===== src/rtl/pp_pkg.sv =====
// Package: shared constants and the status byte packing for the parallel
// port host register interface. Assumes an 8-bit register data path.
package pp_pkg;
    localparam int BYTE_W      = 8;
    localparam int OFS_DATA    = 0;
    localparam int OFS_STATUS  = 1;
    localparam int ST_TMO_BIT  = 0;

    // Pack the status byte from the timeout flag and the synchronised pins.
    function automatic logic [BYTE_W-1:0] pack_status(
        input logic tmo,
        input logic err_n,
        input logic sel,
        input logic paper_end,
        input logic ack_n,
        input logic busy
    );
        logic [BYTE_W-1:0] s;
        s    = '0;
        s[0] = tmo;
        s[3] = err_n;
        s[4] = sel;
        s[5] = paper_end;
        s[6] = ack_n;
        s[7] = ~busy;
        return s;
    endfunction
endpackage


===== src/rtl/pp_sync_bank.sv =====
// Module: multi-bit, multi-stage synchroniser bank.
// Each bit passes through STAGES flops. The bits are independent, so it is
// meant for single-bit strobes and slow level lines, not for buses.
module pp_sync_bank #(
    parameter int             W       = 1,
    parameter int             STAGES  = 2,
    parameter logic [W-1:0]   RST_VAL = '0
) (
    input  logic         clk,
    input  logic         rst_n,
    input  logic [W-1:0] d,
    output logic [W-1:0] q
);
    logic [W-1:0] stg [STAGES];

    generate
        for (genvar i = 0; i < STAGES; i++) begin : g_stage
            // Shift one stage of the synchroniser chain.
            always_ff @(posedge clk) begin
                if (!rst_n) begin
                    stg[i] <= RST_VAL;
                end else if (i == 0) begin
                    stg[i] <= d;
                end else begin
                    stg[i] <= stg[(i == 0) ? 0 : i-1];
                end
            end
        end
    endgenerate

    assign q = stg[STAGES-1];
endmodule


===== src/rtl/pp_strobe_edge.sv =====
// Module: edge detector for one synchronised active-low strobe.
// Produces one-cycle pulses when the strobe is first seen low (assert) and
// first seen high again (release). Assumes the input is already synchronised.
module pp_strobe_edge (
    input  logic clk,
    input  logic rst_n,
    input  logic strobe_n_s,
    output logic assert_pulse,
    output logic release_pulse
);
    logic prev_n;

    // Remember the previous strobe level for edge detection.
    always_ff @(posedge clk) begin
        if (!rst_n) begin
            prev_n <= 1'b1;
        end else begin
            prev_n <= strobe_n_s;
        end
    end

    assign assert_pulse  =  prev_n & ~strobe_n_s;
    assign release_pulse = ~prev_n &  strobe_n_s;
endmodule


===== src/rtl/pp_epp_timeout.sv =====
// Module: enhanced-mode bus timeout timer with a sticky flag.
// Counts consecutive clocks in which a cycle is open and the peripheral has
// not answered. The flag sets after TMO_CYCLES such clocks. It is cleared by
// clear_req or forced low in standard mode. A set wins over a clear.
// Assumes the cycle and ready inputs are synchronised.
module pp_epp_timeout #(
    parameter int TMO_CYCLES = 1000
) (
    input  logic clk,
    input  logic rst_n,
    input  logic mode_epp,
    input  logic cyc_s,
    input  logic ready_s,
    input  logic clear_req,
    output logic flag
);
    localparam int CW = $clog2(TMO_CYCLES + 1);

    logic [CW-1:0] cnt;
    logic          stalled;
    logic          fire;

    assign stalled = mode_epp & cyc_s & ~ready_s;
    assign fire    = stalled && (cnt == CW'(TMO_CYCLES - 1));

    // Count stalled clocks, saturating at the limit, else restart at zero.
    always_ff @(posedge clk) begin
        if (!rst_n) begin
            cnt <= '0;
        end else if (!stalled) begin
            cnt <= '0;
        end else if (cnt != CW'(TMO_CYCLES)) begin
            cnt <= cnt + 1'b1;
        end
    end

    // Keep the sticky timeout flag: forced low in standard mode, set wins.
    always_ff @(posedge clk) begin
        if (!rst_n) begin
            flag <= 1'b0;
        end else if (!mode_epp) begin
            flag <= 1'b0;
        end else if (fire) begin
            flag <= 1'b1;
        end else if (clear_req) begin
            flag <= 1'b0;
        end
    end
endmodule


===== src/rtl/pp_status_port.sv =====
// Module: status read capture. Freezes the live status byte on the clock
// where a read strobe is first seen low. Holds it, and marks the read open,
// until the strobe is seen high again.
module pp_status_port #(
    parameter int BW = 8
) (
    input  logic          clk,
    input  logic          rst_n,
    input  logic          rd_start,
    input  logic          rd_end,
    input  logic [BW-1:0] live,
    output logic [BW-1:0] hold,
    output logic          holding
);
    // Capture the status byte at the start of each read.
    always_ff @(posedge clk) begin
        if (!rst_n) begin
            hold <= '0;
        end else if (rd_start) begin
            hold <= live;
        end
    end

    // Track whether a read is currently open.
    always_ff @(posedge clk) begin
        if (!rst_n) begin
            holding <= 1'b0;
        end else if (rd_start) begin
            holding <= 1'b1;
        end else if (rd_end) begin
            holding <= 1'b0;
        end
    end
endmodule


===== src/rtl/pp_host_regs.sv =====
// Module: parallel port host register interface (top).
// Offset 0 is the data port: the latch drives pd_out, and reads return the
// live pd_in pins. Offset 1 is the status port: reads return a byte frozen
// at read start. The enhanced-mode timeout flag is write-one-to-clear.
// Assumes bus_addr and bus_wdata stay stable from strobe fall until
// SYNC_STAGES+2 clocks after the strobe rises, and that mode_epp is quasi-static.
module pp_host_regs #(
    parameter int ADDR_W      = 3,
    parameter int SYNC_STAGES = 2,
    parameter int TMO_CYCLES  = 1000
) (
    input  logic                     clk,
    input  logic                     rst_n,
    input  logic                     mode_epp,
    input  logic [ADDR_W-1:0]        bus_addr,
    input  logic                     bus_rd_n,
    input  logic                     bus_wr_n,
    input  logic [pp_pkg::BYTE_W-1:0] bus_wdata,
    output logic [pp_pkg::BYTE_W-1:0] bus_rdata,
    output logic [pp_pkg::BYTE_W-1:0] pd_out,
    input  logic [pp_pkg::BYTE_W-1:0] pd_in,
    input  logic                     pin_err_n,
    input  logic                     pin_select,
    input  logic                     pin_paper_end,
    input  logic                     pin_ack_n,
    input  logic                     pin_busy,
    input  logic                     epp_cycle,
    input  logic                     epp_ready
);
    import pp_pkg::*;

    localparam logic [ADDR_W-1:0] A_DATA   = ADDR_W'(OFS_DATA);
    localparam logic [ADDR_W-1:0] A_STATUS = ADDR_W'(OFS_STATUS);

    logic       rd_n_s, wr_n_s;
    logic [4:0] pins_s;
    logic       cyc_s, ready_s;
    logic       rd_start, rd_end, wr_commit, wr_low_unused;
    logic       tmo_flag, clear_req;
    logic [BYTE_W-1:0] status_live, status_hold;
    logic       rd_holding;

    pp_sync_bank #(.W(2), .STAGES(SYNC_STAGES), .RST_VAL(2'b11)) u_sync_strobe (
        .clk(clk), .rst_n(rst_n),
        .d({bus_rd_n, bus_wr_n}), .q({rd_n_s, wr_n_s})
    );

    pp_sync_bank #(.W(5), .STAGES(SYNC_STAGES), .RST_VAL(5'b0)) u_sync_pins (
        .clk(clk), .rst_n(rst_n),
        .d({pin_busy, pin_ack_n, pin_paper_end, pin_select, pin_err_n}),
        .q(pins_s)
    );

    pp_sync_bank #(.W(2), .STAGES(SYNC_STAGES), .RST_VAL(2'b00)) u_sync_epp (
        .clk(clk), .rst_n(rst_n),
        .d({epp_cycle, epp_ready}), .q({cyc_s, ready_s})
    );

    pp_strobe_edge u_rd_edge (
        .clk(clk), .rst_n(rst_n), .strobe_n_s(rd_n_s),
        .assert_pulse(rd_start), .release_pulse(rd_end)
    );

    pp_strobe_edge u_wr_edge (
        .clk(clk), .rst_n(rst_n), .strobe_n_s(wr_n_s),
        .assert_pulse(wr_low_unused), .release_pulse(wr_commit)
    );

    assign clear_req = wr_commit && (bus_addr == A_STATUS) && bus_wdata[ST_TMO_BIT];

    pp_epp_timeout #(.TMO_CYCLES(TMO_CYCLES)) u_tmo (
        .clk(clk), .rst_n(rst_n), .mode_epp(mode_epp),
        .cyc_s(cyc_s), .ready_s(ready_s),
        .clear_req(clear_req), .flag(tmo_flag)
    );

    assign status_live = pack_status(tmo_flag & mode_epp, pins_s[0], pins_s[1],
                                     pins_s[2], pins_s[3], pins_s[4]);

    pp_status_port #(.BW(BYTE_W)) u_status (
        .clk(clk), .rst_n(rst_n),
        .rd_start(rd_start), .rd_end(rd_end),
        .live(status_live), .hold(status_hold), .holding(rd_holding)
    );

    // Latch the data port on the rising edge of a write to offset 0.
    always_ff @(posedge clk) begin
        if (!rst_n) begin
            pd_out <= '0;
        end else if (wr_commit && (bus_addr == A_DATA)) begin
            pd_out <= bus_wdata;
        end
    end

    // Select read data: live pins, the frozen status, or zero.
    always_comb begin
        bus_rdata = '0;
        if (rd_holding) begin
            if (bus_addr == A_DATA) begin
                bus_rdata = pd_in;
            end else if (bus_addr == A_STATUS) begin
                bus_rdata = status_hold;
            end
        end
    end
endmodule


===== config.mk =====
export PLATFORM = sky130hd
export DESIGN_NAME = pp_host_regs
export DESIGN_NICKNAME = d
export VERILOG_FILES = /design/src/rtl/pp_pkg.sv /design/src/rtl/pp_sync_bank.sv /design/src/rtl/pp_strobe_edge.sv /design/src/rtl/pp_epp_timeout.sv /design/src/rtl/pp_status_port.sv /design/src/rtl/pp_host_regs.sv
export SDC_FILE = /design/constraint.sdc
export NUM_CORES = 1
export LEC_CHECK = 0
export ABC_CLOCK_PERIOD_IN_PS = 1350
export BUFFER_PORTS_ARGS = -buffer_cell sky130_fd_sc_hd__buf_4
export CORE_MARGIN = 4
export CORE_UTILIZATION = 40
export CTS_BUF_LIST = sky130_fd_sc_hd__clkbuf_2 sky130_fd_sc_hd__clkbuf_4 sky130_fd_sc_hd__clkbuf_8
export CTS_CLUSTER_DIAMETER = 100
export CTS_CLUSTER_SIZE = 16
export DETAILED_ROUTE_END_ITERATION = 12
export MAX_ROUTING_LAYER = met4
export PLACE_DENSITY = 0.65
export SYNTH_ARGS = -nofsm -noshare
export SYNTH_HDL_FRONTEND = slang
export SYNTH_HIERARCHICAL = 1
export SYNTH_SLANG_ARGS = --single-unit

===== constraint.sdc =====
create_clock -name clk -period 1.35 [get_ports clk]
set_clock_uncertainty 0.1 [all_clocks]
set_input_delay 0.2025 -clock clk [delete_from_list [all_inputs] [get_ports clk]]
set_output_delay 0.2025 -clock clk [all_outputs]
set_load 0.01 [all_outputs]

-- Yosys cells after proc, flatten, opt, wreduce, memory -nomap -nowiden
Memories as Yosys holds them, arrays and structs flattened.
Cells that the tools add are included.
W data, S select, Z words.
- memories: 3
- memory bits (writable): 18
- register bits after elaboration: 28
- input port bits: 31
- word-level logic and storage cells: 55
- output and inout bits: 16
- equality and inequality tests: 3
- muxes and demuxes: 15
- reductions and logical operators: 9
- bitwise operators: 17
- add/subtract/negate cells: 1
- memory list (memory ; words ; width ; rd ports ; clocked after memory_dff ; write ports ; line ; source):
    u_sync_pins.stg ; 2 ; 5 ; 2 ; 0 ; 2 ; pp_sync_bank.sv:14 ; logic [W-1:0] stg [STAGES];
    u_sync_epp.stg ; 2 ; 2 ; 2 ; 0 ; 2 ; pp_sync_bank.sv:14 ;
    u_sync_strobe.stg ; 2 ; 2 ; 2 ; 0 ; 2 ; pp_sync_bank.sv:14 ;
- operator list (operator ; number):
    $mux W8 ; 3
    $add A10 B1 Y10 const B ; 1
    $eq A10 B10 Y1 const B ; 1
    $mux W5 ; 2
    $ne A10 B10 Y1 const B ; 1
    $mux W2 ; 4
    $and A1 B1 Y1 ; 6
    $mux W1 ; 6
    $or A1 B1 Y1 ; 6
    $not A1 Y1 ; 5
    $logic_and A1 B1 Y1 ; 4
    $reduce_and A2 Y1 ; 2
    $reduce_bool A2 Y1 ; 2
    $eq A3 B1 Y1 const B ; 1
    $logic_not A3 Y1 ; 1

-- Depth between registers and ports, before layout
Gate-level depths: netlist of run 1.
- depth after elaboration: 6
- mapped depth: 5
- gate-level depth less buffers: 5

-- Hierarchy
Netlist of run 1, hierarchy kept.
- modules (own cells, without submodules) (module ; instances ; seq. area each (µm²) ; area an instance (µm²) ; cells each):
    pp_epp_timeout ; 1 ; 220.2 ; 543.0 ; 61
    pp_host_regs ; 1 ; 160.2 ; 505.5 ; 60
    pp_status_port ; 1 ; 180.2 ; 335.3 ; 28
    pp_sync_bank at u_sync_pins ; 1 ; 200.2 ; 262.8 ; 20
    pp_sync_bank at u_sync_epp ... ; 2 ; 80.1 ; 105.1 ; 8
    pp_strobe_edge ; 2 ; 20.0 ; 38.8 ; 4

-- Least setup slack after synthesis of run 1
Ideal clock, no wire load.
- kind: flip-flop to flip-flop
- start: register u_tmo.cnt[0]
- end: register u_tmo.cnt[8]
- data required time: 1.174 ns
- path buffers: 0
- arrival time: 1.241 ns
- path slack: -0.067 ns
- clock period less this slack: 1.417 ns
- setup time: 0.076 ns
- stages on the path, launching flop included: 5
- cells stage by stage: dfxtp_1 ha_1 inv_1 or4_1 a21oi_1
- longest elaborated chain between the ends: 1
- elaborated cells on any way between the ends: 2
- classes of those cells: add/sub: 1; eq/ne: 1
- ends and longest elaborated chain (what ; line ; source):
    start, declared ; pp_epp_timeout.sv:19 ; logic [CW-1:0] cnt;
    start signal, assigned ; pp_epp_timeout.sv:33 ; cnt <= cnt + 1'b1;
    $add A10 B1 Y10 / $ne A10 B10 Y1 (equally long branches) ; pp_epp_timeout.sv:33, pp_epp_timeout.sv:32 ;
Several ways; a longest one is shown, not always the timed one.
A chain may end at the register's enable or synchronous reset.

-- Worst setup path in the final report of run 1
- start: register u_status.holding
- end: output bus_rdata[2] (netlist name)
- longest elaborated chain between the ends: 1
- ends and longest elaborated chain (what ; line ; source):
    start, declared ; pp_status_port.sv:13 ; output logic holding
    start signal, assigned ; pp_status_port.sv:27 ; holding <= 1'b0;
    start signal, assigned ; pp_status_port.sv:29 ; holding <= 1'b1;
    start signal, assigned ; pp_status_port.sv:31 ; holding <= 1'b0;
    $mux W8 ; pp_host_regs.sv:98 ; if (rd_holding) begin
    end, declared ; pp_host_regs.sv:19 ; output logic [pp_pkg::BYTE_W-1:0] bus_rdata,
No other way between the ends.

==> flow_summary.ini, run 1 <==
[status]
status = finished with violations
violations = negative setup slack

[sta]
slew_viol_final = 0
timing.final.ws_setup_ps = -268
hold_viol = 0
post-route-min-period_ps = 1620
period_share_pct = 120
rsz0062_at_grt = yes
setup_violations = 9
fmaxAchievable_mhz = 618

[floorplanning]
placeableCoreArea_um2 = 4500
die_h_um = 77.4
ioPinCount = 47
fp.dieArea_um2 = 6000
start_util_pct = 42.8
die_w_um = 77.4
rows = 24

[worst_setup_path]
cpMaxStageDelayCell = or3b_4
slowest_delay_ps = 450
arrival_ps = 1320
startpoint_type = flip-flop
crit_type = reg -> out
required_ps = 1050
worstPathCellList = or3b_4 > nor2_1 > buf_4
cp_max_fo = 8
endpoint_kind = output pin

[clock_tree]
cts_root_buf = clkbuf_8
insertion_delay_ps = 290
cts_made_buffers = 5
cts_tree = yes
path_clk_slew_ps = 90
htree_levels = 2
cts_sinks = 48
clockBufferDepth = 2

[synthesis]
yosys_warnings = 6
synth_area_per_cell_um2 = 10.0
synth.cell_area_um2 = 1930
syn_inst = 192

[layout]
area_growth_pct = 45.0
postLayoutCellArea_um2 = 2800
drive_gt1_share_pct = 40.7
fin_nets = 302
final_cell_mix = buf_4 (64), dfxtp_1 (38), mux2i_1 (26)
final_common_cell = buf_4
diodes = 0
utilization_pct = 62.1

[detailed_routing]
viasPerCell = 4.74
first_pass_iters = 4
wire_per_inst_um = 11.7
via_count = 1525
drtIter0Drc = 75
ant_nets = 0
totalWireLength_um = 3780
drc = 0

[power]
ir_worst_vdd_v = 0.000768
p_leak_uw = 0.00113
pwr_density_cell_nw_per_um2 = 965

[job]
maxCapViolations = 0

[global_routing]
grt_remaining_overflow = 0
grt_antenna_before_repair = 0
grt_pass1_vias = 1403
grt_usage_pct = 13.3
grt_start_max_net_pins = 30
grt_first_pass_wirelength_um = 6380

[worst_hold_path]
min-delay-path-class = in -> reg

[placed_design]
numPortBuffers = 46
post-dp-hpwl_um = 2660
pre_cts_ws_ps = -75.7
gp_congestion = 0.725
dpl_cell_area_um2 = 2490
-- layer usage --
| layer | up-vias | track usage (%) | share of wire, % |
|---|---|---|---|
| li1 | 801 | - | - |
| met1 | 673 | 17.2 | 48 |
| met2 | 43 | 19.5 | 43 |
| met3 | 8 | 4.05 | 6.3 |
| met4 | 0 | 5.34 | 2.4 |
| met5 | - | - | 0 |
-- path summary, 6_finish.rpt --
kind / from / to / cells after the start / slack (ps)
setup / recovery: u_status/holding / bus_rdata[2] / 3 / -270
hold / removal: pin_ack_n / u_sync_pins/stg[0][3] / 2 / 9
setup reg to reg: u_tmo/cnt[0] / u_tmo/cnt[8] / 4 / -60
hold reg to reg: u_sync_strobe/stg[0][0] / u_sync_strobe/stg[1][0] / 1 / 320
-- where the power goes --
group	total, uW	switching [uW]	internal [uW]
sequential	1450	10.8	1440
combinational	211	78.9	132
clock	1030	476	558
-- worst max-delay path, delay by kind of cell, from the launching register on --
family	cells	cell delay, ps
simple gates	2	580
buf+inv	1	120
flops	1	320
-- sequential cells by signal (all words and copies together), names as in the netlist --
signal and cells:
u_rd_edge/prev_n 1, u_status/holding 1, u_sync_epp/stg 4, u_sync_strobe/stg 4
u_status/hold 8, pd_out 8, u_tmo/flag 1, u_wr_edge/prev_n 1
u_tmo/cnt 10, u_sync_pins/stg 10
-- per-stage QoR --
step                      setup TNS, ps  hold slack (ps)  cells  total power [uW]
after CTS                         -2060            0.163    319              2740
final                             -2080             8.91    322              2700
after floorplan                       0              176    193              1570
after global routing              -2800             2.35    322              2820
after detailed placement           -560              289    305              1680
after global placement             -317              287    305              1680
-- area by class of cell --
class                   instances  area [um2]
fillers                       377        1710
repair buffers                 75         614
clock inverters                 3        46.3
inverters                       5        23.8
well taps                      52        65.1
flip-flops and latches         48         983
clock buffers                   5        68.8
multi-input cells             134         995
-- timing repair --
action | CTS | global route
setup buffers | 0 | 3
setup endpoints to repair | 15 | 23
hold buffers | 6 | 0
pin swaps | 9 | 13
hold endpoints to repair | 6 | 0
resized for setup | 10 | 29
Power figures use the tool's default switching activity.
==> run 2: changes to the inputs <==
ABC_CLOCK_PERIOD_IN_PS = 1500   (was 1350)
PLACE_DENSITY = not set   (was 0.65)
clock period = 1.5 ns   (was 1.35 ns; I/O delays follow)
==> run 2 against run 1 <==
- the run still ends with negative setup slack left
- die area unchanged
- count of clock-buffer cells in the layout increased by 1
- non-clock buffer count decreased by 13
- power decreased by 16%
- register-to-register slack improved by 170 ps
- critical endpoint is now bus_rdata[5]
- via count decreased by 2.9%
- cell area decreased by 9.0%
- highest routed layer unchanged
- clock power decreased by 23%
==> flow_summary.ini, run 2 (synthesis gave the netlist of run 1 again) <==
[status]
status = finished with violations
violations = negative setup slack

[clock_tree]
cts_sinks = 48
clockBufferDepth = 2
cts_made_buffers = 5
postCtsSetupBuffers = 0
insertion_delay_ps = 290
cts_tree = yes
htree_levels = 2
cts_root_buf = clkbuf_8
path_clk_slew_ps = 90

[global_routing]
grt_usage_pct = 12.7
grt_start_max_net_pins = 40
grt_pass1_vias = 1347
grt_remaining_overflow = 0
grt_first_pass_wirelength_um = 6040
grt_antenna_before_repair = 0

[sta]
slew_viol_final = 0
fmaxAchievable_mhz = 611
setup_violations = 8
fin_tns_setup_ps = -1050
post-route-min-period_ps = 1640
hold_viol = 0
holdWs_ps = 30.2
period_share_pct = 109
timing.final.ws_setup_ps = -138
rsz0062_at_grt = yes

[placed_design]
numPortBuffers = 46
pre_cts_ws_ps = -11.7
post-dp-hpwl_um = 2530
gp_congestion = 0.827

[detailed_routing]
ant_nets = 0
viasPerCell = 4.79
first_pass_iters = 6
wire_per_inst_um = 11.2
drc = 0
via_count = 1481
drtIter0Drc = 50
totalWireLength_um = 3460

[worst_setup_path]
endpoint_kind = output pin
crit_type = reg -> out
startpoint_type = flip-flop
arrival_ps = 1310
worstPathCellList = or3b_4 > nor2_1 > buf_4
required_ps = 1170
cp_max_fo = 8
slowest_delay_ps = 440
cpMaxStageDelayCell = or3b_4

[floorplanning]
rows = 24
ioPinCount = 47
die_w_um = 77.4
start_util_pct = 42.8
placeableCoreArea_um2 = 4500
die_h_um = 77.4
fp.dieArea_um2 = 6000

[layout]
diodes = 0
area_growth_pct = 31.9
fin_nets = 289
seq_area_um2 = 966
utilization_pct = 56.5
final_cell_mix = buf_4 (59), dfxtp_1 (44), mux2i_1 (26)
final_common_cell = buf_4
nFillCells = 426
multi_input_area_um2 = 915
reg_top3 = u_sync_pins/stg: 10 flops, u_tmo/cnt: 10 flops
drive_gt1_share_pct = 30.7

[power]
ir_worst_vdd_v = 0.000620
p_leak_uw = 0.00102
pwr_density_cell_nw_per_um2 = 895

[job]
maxCapViolations = 0

[worst_hold_path]
min-delay-path-class = in -> reg
-- run 2: changes by cell type in the layout (fill, tap and decap cells not counted), moves of 4 or more --
cell,previous run,this run
dfxtp_4,4,0
buf_4,64,59
dlygate4sd3_1,6,2
dfxtp_1,38,44
-- run 2: where the power goes --
part / switching (uW) / total (uW) / internal (uW)
combinational: 64.9 / 168 / 103
sequential: 8.83 / 1310 / 1300
clock: 418 / 795 / 377
total: 492 / 2280 / 1780
-- run 2: repair_timing --
action	CTS	global route
hold buffers	1	1
pin swaps	8	1
hold endpoints to repair	1	1
gates resized for setup	3	5
setup endpoints to repair	8	12
-- run 2: final timing paths --
path	start	end	slack (ps)	cells past startpoint
worst min-delay path	pin_busy	u_sync_pins/stg[0][4]	30	2
worst max register to register	u_tmo/cnt[0]	u_tmo/cnt[8]	110	4
worst max-delay path	u_status/holding	bus_rdata[5]	-140	3
worst min register to register	u_sync_strobe/stg[0][1]	u_sync_strobe/stg[1][1]	320	1
-- run 2: final cells by class --
class | count | share of cell area (%)
clock buffer | 6 | 3.25
clock inverter | 2 | 0.541
inverter | 5 | 0.738
multi-input combinational | 134 | 36.0
sequential | 48 | 38.0
tap | 52 | 2.56
timing repair buffer | 62 | 19.0
-- run 2: layer usage --
metal	vias to the layer above	wire length (um)	track usage (%)
li1	769	-	-
met5	-	0	-
met2	50	1440	18.7
met4	0	38	4.80
met3	6	252	3.94
met1	656	1730	16.3
-- run 2: stage by stage --
stage | power (uW) | cells | area (um2)
floorplan | 1420 | 193 | 1930
global placement | 1510 | 299 | 2410
detailed placement | 1510 | 299 | 2410
CTS | 2320 | 308 | 2530
global route | 2400 | 309 | 2540
finish | 2280 | 309 | 2540
-- run 2: critical path, delay by kind of cell, from the launching register on --
family                 cells  cell delay (ps)
buffers and inverters      1              130
and+or+nand+nor            2              560
DFF                        1              330
==> run 3: changes to the inputs <==
MAX_ROUTING_LAYER = not set   (was met4)
==> run 3 against run 2 <==
- the flow still finishes with violations (negative setup slack)
- largest cell class unchanged
- final cell count did not move
- combinational power barely moved
- count of clock-buffer cells in the layout stayed put
- hold slack gained 1.2 ps
- sequential power is essentially flat
- critical endpoint unchanged
==> flow_summary.ini, run 3 (synthesis gave the netlist of run 1 again) <==
[clock_tree]
path_clk_slew_ps = 90
clockBufferDepth = 2
cts_root_buf = clkbuf_8
cts_tree = yes
cts_sinks = 48
cts_made_buffers = 5
insertion_delay_ps = 290
htree_levels = 2

[global_routing]
grt_start_max_net_pins = 40
grt_usage_pct = 12.3
grt_first_pass_wirelength_um = 6040
grt_util_met3_pct = 4.05
met2_usage_pct = 18.7
grt.busiest_layer = met2
grt_pass1_vias = 1347
use_met1_pct = 16.3
grt_antenna_before_repair = 0
grt_remaining_overflow = 0

[sta]
period_share_pct = 109
timing.final.ws_setup_ps = -137
fmaxAchievable_mhz = 611
holdWs_ps = 31.5
hold_viol = 0
slew_viol_final = 0
setup_violations = 8
post-route-min-period_ps = 1640
rsz0062_at_grt = yes

[detailed_routing]
totalWireLength_um = 3460
first_pass_iters = 6
viasPerCell = 4.76
ant_nets = 0
drtIter0Drc = 50
via_count = 1470
wire_per_inst_um = 11.2
drc = 0

[floorplanning]
start_util_pct = 42.8
rows = 24
placeableCoreArea_um2 = 4500
fp.dieArea_um2 = 6000
ioPinCount = 47
die_h_um = 77.4
die_w_um = 77.4

[placed_design]
gp_congestion = 0.815
dpl_cell_area_um2 = 2410
dp_cells = 299
post-dp-hpwl_um = 2530
numPortBuffers = 46

[job]
maxCapViolations = 0

[layout]
final_common_cell = buf_4
nFillCells = 426
fin_nets = 289
final_cells = 309
postLayoutCellArea_um2 = 2540
reg_top3 = u_sync_pins/stg: 10 flops, u_tmo/cnt: 10 flops
final_cell_mix = buf_4 (59), dfxtp_1 (44), mux2i_1 (26)
diodes = 0
area_growth_pct = 31.9
drive_gt1_share_pct = 30.7
utilization_pct = 56.5

[status]
status = finished with violations
violations = negative setup slack

[worst_setup_path]
worstPathCellList = or3b_4 > nor2_1 > buf_4
r2r-start = u_tmo/cnt[0]
rr_endpoint = u_tmo/cnt[8]
startpoint_type = flip-flop
ff2ff_setup_slack_ps = 110
slowest_delay_ps = 440
arrival_ps = 1310
endpoint_kind = output pin
cp_max_fo = 8
r2r_cells = 4
required_ps = 1170
crit_type = reg -> out
cpMaxStageDelayCell = or3b_4

[worst_hold_path]
hold_end = u_sync_pins/stg[0][4]
min-delay-path-class = in -> reg
min-delay-start = pin_busy
min_path_cells = 2

[power]
ir_worst_vdd_v = 0.000620
p_leak_uw = 0.00102
pwr_density_cell_nw_per_um2 = 894
fin_total_pwr_uw = 2270
[run 3: critical path, delay by kind of cell, from the launching register on]
kind | cells | cell delay, ps
buffers and inverters | 1 | 130
DFF | 1 | 330
and+or+nand+nor | 2 | 560
[run 3: final cells by class]
class / count / area (um2) / share of cell area, %
Timing Repair Buffer: 62 / 483 / 19.0
Clock inverter: 2 / 13.8 / 0.541
Sequential cell: 48 / 966 / 38.0
Multi-Input combinational cell: 134 / 915 / 36.0
Tap cell: 52 / 65.1 / 2.56
Inverter: 5 / 18.8 / 0.738
Clock buffer: 6 / 82.6 / 3.25
[run 3: metrics by stage]
step / setup TNS, ps / worst slack (ps)
detailed placement: -11.7 / -11.7
global route: -1600 / -210
global placement: 0 / 19.6
CTS: -1230 / -159
finish: -1040 / -137
floorplan: 0 / 82.6
[run 3: worst max-delay path by stage]
stage                startpoint  slack (ps)      endpoint
6_report       u_status/holding        -140  bus_rdata[5]
5_1_grt        u_status/holding        -210  bus_rdata[6]
4_1_cts        u_status/holding        -160  bus_rdata[6]
3_5_place_dp        bus_addr[1]         -10  bus_rdata[0]
3_3_place_gp        bus_addr[1]          20  bus_rdata[0]
2_1_floorplan      u_tmo/cnt[0]          80  u_tmo/cnt[8]
[run 3: what timing repair did]
action / CTS / global route
endpoints found under the hold margin: 1 / 1
hold buffers: 1 / 1
endpoints found under the setup margin: 8 / 12
buffers inserted: 0 / 0
pin swaps: 8 / 1
gates resized for setup: 3 / 5
[run 3: report_power, final]
group / total [uW] / switching [uW] / internal (uW)
logic: 168 / 64.8 / 103
registers: 1310 / 8.84 / 1300
clock network: 793 / 416 / 377
[run 3: per-layer routing]
layer	vias up	share of wire, %
met1	650	50
met4	0	1.1
met5	-	0
met2	46	42
li1	769	-
met3	5	6.8
